**config.mk**
```make
export PLATFORM = sky130hd
export DESIGN_NAME = enc_txn_seq
export DESIGN_NICKNAME = d
export VERILOG_FILES = /design/src/rtl/enc_txn_pkg.sv /design/src/rtl/enc_cmd_lookup.sv /design/src/rtl/enc_trig_unit.sv /design/src/rtl/enc_seq_fsm.sv /design/src/rtl/enc_txn_seq.sv
export SDC_FILE = /design/constraint.sdc
export NUM_CORES = 1
export LEC_CHECK = 0
export ABC_AREA = 0
export BUFFER_PORTS_ARGS = -buffer_cell sky130_fd_sc_hd__clkbuf_2
export CORE_MARGIN = 3
export CORE_UTILIZATION = 54
export CTS_CLUSTER_SIZE = 16
export DETAILED_ROUTE_END_ITERATION = 7
export MAX_ROUTING_LAYER = met4
export PLACE_DENSITY = 0.79
export SYNTH_ARGS = -nofsm -noshare
export SYNTH_HDL_FRONTEND = slang
export SYNTH_SLANG_ARGS = --single-unit
```
**constraint.sdc**
```tcl
create_clock -name clk_i -period 3.72 [get_ports clk_i]
set_clock_uncertainty 0.2 [all_clocks]
set_input_delay 0.558 -clock clk_i [delete_from_list [all_inputs] [get_ports clk_i]]
set_output_delay 0.558 -clock clk_i [all_outputs]
set_load 0.01 [all_outputs]
```
**src/rtl/enc_txn_pkg.sv**
```systemverilog
package enc_txn_pkg;
  localparam int CMD_W = 5;
  localparam int FRM_W = 4;
  localparam int MDF_W = 2;

  typedef enum logic [2:0] {
    ST_IDLE, ST_TX_GO, ST_TX_WAIT, ST_RX_GO, ST_RX_WAIT
  } seq_state_e;

  typedef enum logic [1:0] {
    STS_NONE = 2'b00, STS_OK = 2'b01, STS_CRC_BAD = 2'b10, STS_FAULT = 2'b11
  } txn_status_e;

  typedef struct packed {
    logic [FRM_W-1:0] frames;
    logic [MDF_W-1:0] mdf;
    logic             rep_cls;
  } cmd_info_t;
endpackage

```
**src/rtl/enc_cmd_lookup.sv**
```systemverilog
module enc_cmd_lookup
  import enc_txn_pkg::*;
(
  input  logic [CMD_W-1:0] cmd_i,
  output cmd_info_t        info_o
);
  always_comb begin
    info_o = '0;
    if (cmd_i[4]) begin
      // memory access: address frame, plus data frame on writes
      info_o.frames = FRM_W'(3);
      info_o.mdf    = cmd_i[0] ? MDF_W'(2) : MDF_W'(1);
    end else begin
      unique case (cmd_i[3:2])
        2'b00, 2'b01: info_o.frames = FRM_W'(2) + FRM_W'(cmd_i[1:0]);
        2'b10: begin
          info_o.frames  = FRM_W'(2);
          info_o.rep_cls = 1'b1;
        end
        default: begin
          info_o.frames = FRM_W'(3);
          info_o.mdf    = cmd_i[0] ? MDF_W'(2) : MDF_W'(0);
        end
      endcase
    end
  end
endmodule

```
**src/rtl/enc_trig_unit.sv**
```systemverilog
module enc_trig_unit #(
  parameter int PER_W = 16,
  parameter int OVR_W = 8
) (
  input  logic             clk_i,
  input  logic             rst_ni,
  input  logic             mode_periodic_i,
  input  logic             host_trig_i,
  input  logic [PER_W-1:0] period_i,
  input  logic             busy_i,
  output logic             start_o,
  output logic [OVR_W-1:0] ovr_cnt_o
);
  logic [PER_W-1:0] per_q;
  logic [OVR_W-1:0] ovr_q;
  logic             per_evt;

  assign per_evt = mode_periodic_i && (per_q >= period_i);
  assign start_o = !busy_i && (mode_periodic_i ? per_evt : host_trig_i);

  always_ff @(posedge clk_i or negedge rst_ni) begin
    if (!rst_ni) begin
      per_q <= '0;
      ovr_q <= '0;
    end else begin
      if (!mode_periodic_i || per_evt) per_q <= '0;
      else                             per_q <= per_q + 1'b1;
      if (per_evt && busy_i && (ovr_q != '1)) ovr_q <= ovr_q + 1'b1;
    end
  end

  assign ovr_cnt_o = ovr_q;
endmodule

```
**src/rtl/enc_seq_fsm.sv**
```systemverilog
module enc_seq_fsm
  import enc_txn_pkg::*;
#(
  parameter int REP_N   = 8,
  parameter int TMO_CYC = 256,
  localparam int REP_W  = $clog2(REP_N + 1),
  localparam int TMO_W  = $clog2(TMO_CYC)
) (
  input  logic             clk_i,
  input  logic             rst_ni,
  input  logic             start_i,
  input  logic [CMD_W-1:0] cmd_i,
  input  logic             clr_done_i,
  input  cmd_info_t        info_i,
  input  logic             tx_done_i,
  input  logic             rx_done_i,
  input  logic             rx_crc_ok_i,
  input  logic             rx_frm_err_i,
  output logic [CMD_W-1:0] cmd_o,
  output logic             tx_start_o,
  output logic             rx_arm_o,
  output logic             busy_o,
  output logic             done_o,
  output txn_status_e      status_o,
  output logic [REP_W-1:0] rep_cnt_o
);
  localparam logic [REP_W-1:0] REP_LAST = REP_W'(REP_N);
  localparam logic [TMO_W-1:0] TMO_LAST = TMO_W'(TMO_CYC - 1);

  seq_state_e       state_q;
  txn_status_e      status_q;
  logic [CMD_W-1:0] cmd_q;
  logic [REP_W-1:0] rep_q;
  logic [TMO_W-1:0] tmo_q;
  logic             done_q;

  always_ff @(posedge clk_i or negedge rst_ni) begin
    if (!rst_ni) begin
      state_q  <= ST_IDLE;
      status_q <= STS_NONE;
      cmd_q    <= '0;
      rep_q    <= '0;
      tmo_q    <= '0;
      done_q   <= 1'b0;
    end else begin
      unique case (state_q)
        ST_IDLE: begin
          if (start_i) begin
            cmd_q    <= cmd_i;
            rep_q    <= '0;
            done_q   <= 1'b0;
            status_q <= STS_NONE;
            state_q  <= ST_TX_GO;
          end else if (clr_done_i) begin
            done_q <= 1'b0;
          end
        end
        ST_TX_GO: begin
          rep_q   <= rep_q + 1'b1;
          state_q <= ST_TX_WAIT;
        end
        ST_TX_WAIT: if (tx_done_i) state_q <= ST_RX_GO;
        ST_RX_GO: begin
          tmo_q   <= '0;
          state_q <= ST_RX_WAIT;
        end
        ST_RX_WAIT: begin
          if (rx_frm_err_i) begin
            status_q <= STS_FAULT;
            done_q   <= 1'b1;
            state_q  <= ST_IDLE;
          end else if (rx_done_i) begin
            if (!rx_crc_ok_i) begin
              status_q <= STS_CRC_BAD;
              done_q   <= 1'b1;
              state_q  <= ST_IDLE;
            end else if (info_i.rep_cls && (rep_q != REP_LAST)) begin
              state_q <= ST_TX_GO;
            end else begin
              status_q <= STS_OK;
              done_q   <= 1'b1;
              state_q  <= ST_IDLE;
            end
          end else if (tmo_q == TMO_LAST) begin
            status_q <= STS_FAULT;
            done_q   <= 1'b1;
            state_q  <= ST_IDLE;
          end else begin
            tmo_q <= tmo_q + 1'b1;
          end
        end
        default: state_q <= ST_IDLE;
      endcase
    end
  end

  assign cmd_o      = cmd_q;
  assign tx_start_o = (state_q == ST_TX_GO);
  assign rx_arm_o   = (state_q == ST_RX_GO);
  assign busy_o     = (state_q != ST_IDLE);
  assign done_o     = done_q;
  assign status_o   = status_q;
  assign rep_cnt_o  = rep_q;
endmodule

```
**src/rtl/enc_txn_seq.sv**
```systemverilog
module enc_txn_seq
  import enc_txn_pkg::*;
#(
  parameter int PER_W   = 16,
  parameter int OVR_W   = 8,
  parameter int REP_N   = 8,
  parameter int TMO_CYC = 256
) (
  input  logic                       clk_i,
  input  logic                       rst_ni,
  input  logic                       mode_periodic_i,
  input  logic                       host_trig_i,
  input  logic [PER_W-1:0]           period_i,
  input  logic [CMD_W-1:0]           cmd_i,
  input  logic                       clr_done_i,
  output logic                       tx_start_o,
  output logic [CMD_W-1:0]           tx_cmd_o,
  output logic [MDF_W-1:0]           tx_mdf_o,
  input  logic                       tx_done_i,
  output logic                       rx_arm_o,
  output logic [FRM_W-1:0]           rx_frames_o,
  input  logic                       rx_done_i,
  input  logic                       rx_crc_ok_i,
  input  logic                       rx_frm_err_i,
  output logic                       busy_o,
  output logic                       done_o,
  output logic [1:0]                 status_o,
  output logic [$clog2(REP_N+1)-1:0] rep_cnt_o,
  output logic [OVR_W-1:0]           ovr_cnt_o
);
  logic        start;
  cmd_info_t   info;
  txn_status_e status;

  enc_trig_unit #(.PER_W(PER_W), .OVR_W(OVR_W)) u_trig (
    .clk_i, .rst_ni, .mode_periodic_i, .host_trig_i, .period_i,
    .busy_i(busy_o), .start_o(start), .ovr_cnt_o
  );

  enc_cmd_lookup u_lookup (.cmd_i(tx_cmd_o), .info_o(info));

  enc_seq_fsm #(.REP_N(REP_N), .TMO_CYC(TMO_CYC)) u_fsm (
    .clk_i, .rst_ni, .start_i(start), .cmd_i, .clr_done_i, .info_i(info),
    .tx_done_i, .rx_done_i, .rx_crc_ok_i, .rx_frm_err_i,
    .cmd_o(tx_cmd_o), .tx_start_o, .rx_arm_o, .busy_o, .done_o,
    .status_o(status), .rep_cnt_o
  );

  assign status_o    = status;
  assign tx_mdf_o    = info.mdf;
  assign rx_frames_o = info.frames;
endmodule

```
==> results.ini, run 1 <==
[die]
die_area_mm2=0.00594
pin_count=59
coreArea_mm2=0.00479
die_y_um=77.0
die_w_um=77.0
initial_core_util=0.569
rows=25

[timing]
hold_viol_final=0
setup_tns_ns=0
post-route-min-period_ns=2.86
max_freq_mhz=350
relSlewSlack=0.563
tightest_slew_ns=0.654
finalSetupViolations=0
grt_setup_unrepaired=false
period_share=0.768
maxSlewViolCount=0

[clock_tree]
numCtsBuffers=5
ctsHoldBuffers=0
clock_latency_ns=0.29
clk_path_buf_depth=2
cts_setup_buffers=0
cts_resized=0
cts_htree_levels=2
cts_root_buf=clkbuf_8
cts.sinks=47
path_clk_slew_ns=0.08
cts_tree=done

[routing]
drc=0
wl_met2_um=2730
route.met3.wl_um=251
postRouteAntennaNets=0
routed_wl_um=5450
vias_per_cell=5.40
vias=2224
drt-met1-wl_um=2430
first_pass_iters=4
detail_route.wl_per_cell_um=13.2
top_layer=met4
first_iter_violations=103

[synth]
synth_edf_count=0
yosys.cell_types.count=44
yosys_warnings=0
synthDominantCellAreaShare=0.432
synth_ff_type=dfrtp_1
ys_async_sr_fraction=1.00
synth_fp_nets=336
syn_inst=285
ys_ff_latch=47
avgSynthCellArea_um2=9.56
synth_area_leaders=dfrtp_1 43%, ha_1 9.6%, xor2_1 5.5%
synth_seq_area_share=0.432
syn_area_mm2=0.00273
yosys.area.top_type=dfrtp_1

[critical_path]
rrSetupSlack_ns=0.86
cpMaxStageDelayCell=nand3_1
cp.arrival_ns=2.85
cp_max_fo=16
critical_path_required_ns=3.72
crit_chain=ha_1 > a21o_1 > a221o_1 > a211oi_1 > nand3_1 > a21oi_1
crit_type=reg2reg
end_kind=flip-flop
startpoint_type=flip-flop
crit_path_max_incr_delay_ns=0.57

[global_routing]
globalRouteTotalUtil=0.199
grt_max_degree=29
gr-total-overflow=0
grt_pass1_vias=2123
grt_first_pass_wirelength_um=9450
antenna_found_initial=0

[min_path]
min_path_type=in2async

[power_and_ir_drop]
p_leak_nw=1.62
power_w=0.00151
p_per_area_mw_per_mm2=479
peakVddDrop_v=0.000256

[layout]
diodes=0
synthToLayoutAreaGrowth_pct=15.9
n_fill_cell=423
drive_gt1_frac=0.217
fin_nets=397

[place]
port_buffers=57
place_congestion=0.797
hpwl_um=4270

[run]
drv_cap=0

[run_status]
status=completed

## logic make-up (layout without fill, tap and decap cells)
logic type	count (synthesis)	count (layout)	synth area share
and+or+nand+nor	113	113	0.213
xor gates and xnor gates	25	25	0.0803
buffers and inverters	35	95	0.0500
AOI/OAI and AO/OA	34	34	0.0900
adders and majority gates	21	21	0.0964
DFF	47	47	0.432
muxes	9	9	0.0367
other	1	1	0.00138
## cell usage after synthesis, drive strengths merged (2+ instances only)
| cell | n |
|---|---|
| clkbuf | 3 |
| and2 | 2 |
| ha | 21 |
| a22o | 2 |
| inv | 30 |
| a21oi | 9 |
| and3 | 8 |
| xor2 | 17 |
| nor3b | 2 |
| or3 | 3 |
| xnor2 | 8 |
| a2bb2oi | 2 |
| nor3 | 4 |
| a311o | 2 |
| nor4 | 2 |
| nand2b | 5 |
| nand4 | 14 |
| o21ai | 8 |
| nor2 | 35 |
| and4 | 2 |
| buf | 2 |
| nand2 | 14 |
| dfrtp | 47 |
| nor2b | 2 |
| mux2 | 8 |
| nand3 | 17 |
## power breakdown
group          switching, W  internal (W)
Sequential         0.000104      0.000597
Clock              0.000156      0.000126
Combinational      0.000292      0.000240
Total              0.000551      0.000962
## layout by cell type (no fill, tap or decap), types with 3 or more instances in the layout
master,synthesis,layout
ha_1,21,21
nand4_1,14,14
dfrtp_1,47,47
or3_1,3,3
a21oi_1,9,9
o21ai_0,8,8
xor2_1,17,17
inv_1,30,30
xnor2_1,8,8
and3_1,8,8
clkbuf_8,0,5
nor2_1,35,35
nand2b_1,5,5
nor3_1,4,4
mux2_2,8,8
nand3_1,17,17
nand2_1,13,13
clkbuf_2,0,57
## critical path: cells and delay by family (launching register included)
kind	cells	cell delay, ns
fa+ha+maj	1	0.32
compound gates	4	1.24
simple gates	1	0.57
flops	1	0.43
## state kept, by name (all words and copies together) (netlist names)
name / cells
u_fsm.tmo_q: 8
u_trig.ovr_cnt_o: 8
u_fsm.done_o: 1
u_fsm.state_q: 3
u_trig.per_q: 16
u_fsm.status_o: 2
u_fsm.rep_cnt_o: 4
u_fsm.cmd_o: 5
## final timing paths
kind                                                      start                               to  depth (start not counted)
worst max-delay path                  u_trig.per_q[9]$_DFF_PN0_       u_trig.per_q[13]$_DFF_PN0_                          6
worst min-delay path                                     rst_ni   u_fsm.rep_cnt_o[3]$_DFFE_PN0P_                          1
worst max register to register        u_trig.per_q[9]$_DFF_PN0_       u_trig.per_q[13]$_DFF_PN0_                          6
worst min register to register  u_trig.ovr_cnt_o[7]$_DFFE_PN0P_  u_trig.ovr_cnt_o[7]$_DFFE_PN0P_                          1
max in group asynchronous                                rst_ni       u_trig.per_q[11]$_DFF_PN0_                          2
min in group clk_i                                     cmd_i[1]       u_fsm.cmd_o[1]$_DFFE_PN0P_                          2
## layer usage
layer  track usage  vias to the layer above
met1         0.253                     1060
met5             -                        -
met3        0.0329                        6
met4        0.0463                        0
li1              -                     1105
met2         0.335                       53
## area by class of cell
cell class                      instances  area (µm²)  share of cell area
Multi-Input combinational cell        203        1410               0.447
Sequential cell                        47        1180               0.372
Timing Repair Buffer                   59         300              0.0951
Inverter                               30         113              0.0357
Tap cell                               67        83.8              0.0265
Clock buffer                            6        72.6              0.0230
## per-stage QoR
step / hold WS [ns] / util / area [µm²] / worst slack (ns) / std cells
after floorplan: 0.0624 / - / 2730 / 0.933 / 285
after global placement: 0.287 / 0.645 / 3090 / 0.651 / 406
after detailed placement: 0.275 / 0.645 / 3090 / 0.645 / 406
after CTS: 0.0262 / 0.660 / 3160 / 0.882 / 412
after global routing: 0.0505 / 0.660 / 3160 / 0.708 / 412
final: 0.0120 / 0.660 / 3160 / 0.865 / 412
No activity file was read; power rests on OpenSTA's default activity.
==> inputs of run 2 (changes only) <==
- clock period: 3.72 -> 2.9 ns (I/O delays scaled with it)
==> results.ini, run 2 (synthesized netlist as in run 1, its figures left out) <==
[timing]
grt_setup_unrepaired=false  ; unchanged
period_share=0.941  ; was 0.768
relSlewSlack=0.553  ; was 0.563
finalSetupViolations=0  ; unchanged
max_freq_mhz=366  ; was 350 MHz
post-route-min-period_ns=2.73  ; was 2.86 ns
setup_tns_ns=0  ; unchanged
maxSlewViolCount=0  ; unchanged
tightest_slew_ns=0.668  ; was 0.654 ns
hold_viol_final=0  ; unchanged

[die]
pin_count=59  ; unchanged
die_area_mm2=0.00594  ; unchanged
die_y_um=77.0  ; unchanged
initial_core_util=0.569  ; unchanged
rows=25  ; unchanged
die_w_um=77.0  ; unchanged
coreArea_mm2=0.00479  ; unchanged

[global_routing]
grt_max_degree=27  ; was 29
gr-total-overflow=0  ; unchanged
gr-usage-met1=0.251  ; was 0.253
grt_use_met2=0.325  ; was 0.335
grt_first_pass_wirelength_um=9360  ; was 9450 µm
busiest_layer=met2  ; unchanged
grt_pass1_vias=2128  ; was 2123
antenna_found_initial=0  ; unchanged
met3_usage=0.0423  ; was 0.0329
globalRouteTotalUtil=0.200  ; was 0.199

[routing]
first_pass_iters=4  ; unchanged
vias_per_cell=5.35  ; was 5.40
detail_route.wl_per_cell_um=12.8  ; was 13.2 µm
routed_wl_um=5350  ; was 5450 µm
first_iter_violations=134  ; was 103
vias=2241  ; was 2224
drc=0  ; unchanged
postRouteAntennaNets=0  ; unchanged

[clock_tree]
clock_latency_ns=0.29  ; about the same
cts_tree=done  ; unchanged
cts_root_buf=clkbuf_8  ; unchanged
cts_htree_levels=2  ; unchanged
cts_setup_buffers=0  ; unchanged
cts.sinks=47  ; unchanged
numCtsBuffers=5  ; unchanged
clk_path_buf_depth=2  ; unchanged
path_clk_slew_ns=0.08  ; about the same

[power_and_ir_drop]
clockPowerShare=0.190  ; was 0.186
p_per_area_mw_per_mm2=610  ; was 479 mW/mm²
p_leak_nw=1.65  ; was 1.62 nW
switching_share=0.362  ; was 0.364
sequentialPowerShare=0.459  ; was 0.463
combinationalPowerShare=0.350  ; was 0.352
p_switching_w=0.000708  ; was 0.000551 W
power_w=0.00196  ; was 0.00151 W
internal_power_w=0.00125  ; was 0.000962 W
peakVddDrop_v=0.000287  ; was 0.000256 V

[critical_path]
cp_max_fo=8  ; was 16
critical_path_required_ns=2.88  ; was 3.72 ns
startpoint_type=flip-flop  ; unchanged
crit_type=reg2reg  ; unchanged
rrSetupSlack_ns=0.17  ; was 0.86 ns
cp.arrival_ns=2.71  ; was 2.85 ns
end_kind=flip-flop  ; unchanged

[layout]
design_area_mm2=0.00321  ; was 0.00316 mm²
diodes=0  ; unchanged
n_fill_cell=396  ; was 423
layout_common_cells=57 x clkbuf_2, 47 x dfrtp_1, 35 x nor2_1  ; unchanged
synthToLayoutAreaGrowth_pct=17.7  ; was 15.9%
largest-register=u_trig.per_q  ; unchanged
largest_register_ffs=16  ; unchanged
drive_gt1_frac=0.227  ; was 0.217
fin_nets=402  ; was 397
seq_area_mm2=0.00118  ; unchanged
layout_commonest_cell=clkbuf_2  ; unchanged
fin_util=0.670  ; was 0.660
multi_input_area_mm2=0.00141  ; unchanged

[place]
post_dp_cell_area_mm2=0.00312  ; was 0.00309 mm²
place_congestion=0.866  ; was 0.797
hpwl_um=4190  ; was 4270 µm
port_buffers=57  ; unchanged

[min_path]
min_path_type=in2reg  ; was in2async

[run_status]
status=completed  ; unchanged

[run]
drv_cap=0  ; unchanged

-- run 2: power by group through the flow --
stage	logic (W)	registers, W	clock network, W
2_1_floorplan	0.000417	0.000906	0
3_5_place_dp	0.000690	0.000912	0
5_1_grt	0.000766	0.000920	0.000410
3_3_place_gp	0.000677	0.000906	0
4_1_cts	0.000693	0.000899	0.000389
6_report	0.000685	0.000898	0.000373
-- run 2: worst max-delay path, cell delays in order (launching register included) --
cell	delay, ns
dfrtp_1	0.42
ha_1	0.30
and4_1	0.24
nand4_1	0.13
or4_4	0.58
a31oi_4	0.26
nand2_4	0.12
a311o_1	0.36
-- run 2: layer usage --
metal,up-vias,part of all wire
li1,1118,-
met1,1065,0.46
met2,51,0.48
met3,7,0.052
met4,0,0.013
met5,-,0
-- run 2: per-stage QoR --
stage	cells	setup slack, ns	hold slack (ns)
6_report	419	0.171	0.166
4_1_cts	419	0.149	0.155
3_5_place_dp	410	0.0138	0.242
3_3_place_gp	410	0.0825	0.240
5_1_grt	419	0.0151	0.162
2_1_floorplan	285	0.236	-0.0606
-- run 2: final cells by class --
cell class | instances | area share
tap | 67 | 0.0261
sequential | 47 | 0.367
multi-input combinational | 203 | 0.440
inverter | 30 | 0.0351
timing repair buffer | 64 | 0.106
clock inverter | 1 | 0.00156
clock buffer | 7 | 0.0238
-- run 2: worst paths after layout --
kind / start / end / depth (start not counted)
setup / recovery: u_trig.per_q[13]$_DFF_PN0_ / u_fsm.rep_cnt_o[2]$_DFFE_PN0P_ / 7
hold / removal: cmd_i[1] / u_fsm.cmd_o[1]$_DFFE_PN0P_ / 2
setup reg to reg: u_trig.per_q[13]$_DFF_PN0_ / u_fsm.rep_cnt_o[2]$_DFFE_PN0P_ / 7
hold reg to reg: u_trig.per_q[0]$_DFF_PN0_ / u_trig.per_q[0]$_DFF_PN0_ / 1
max in group asynchronous: rst_ni / u_fsm.tmo_q[2]$_DFFE_PN0P_ / 3
min in group asynchronous: rst_ni / u_trig.ovr_cnt_o[4]$_DFFE_PN0P_ / 2
-- run 2: repair_timing --
item / in CTS / in global routing
hold buffers: 1 / 0
gates resized for setup: 0 / 0
endpoints found under the hold margin: 21 / 0
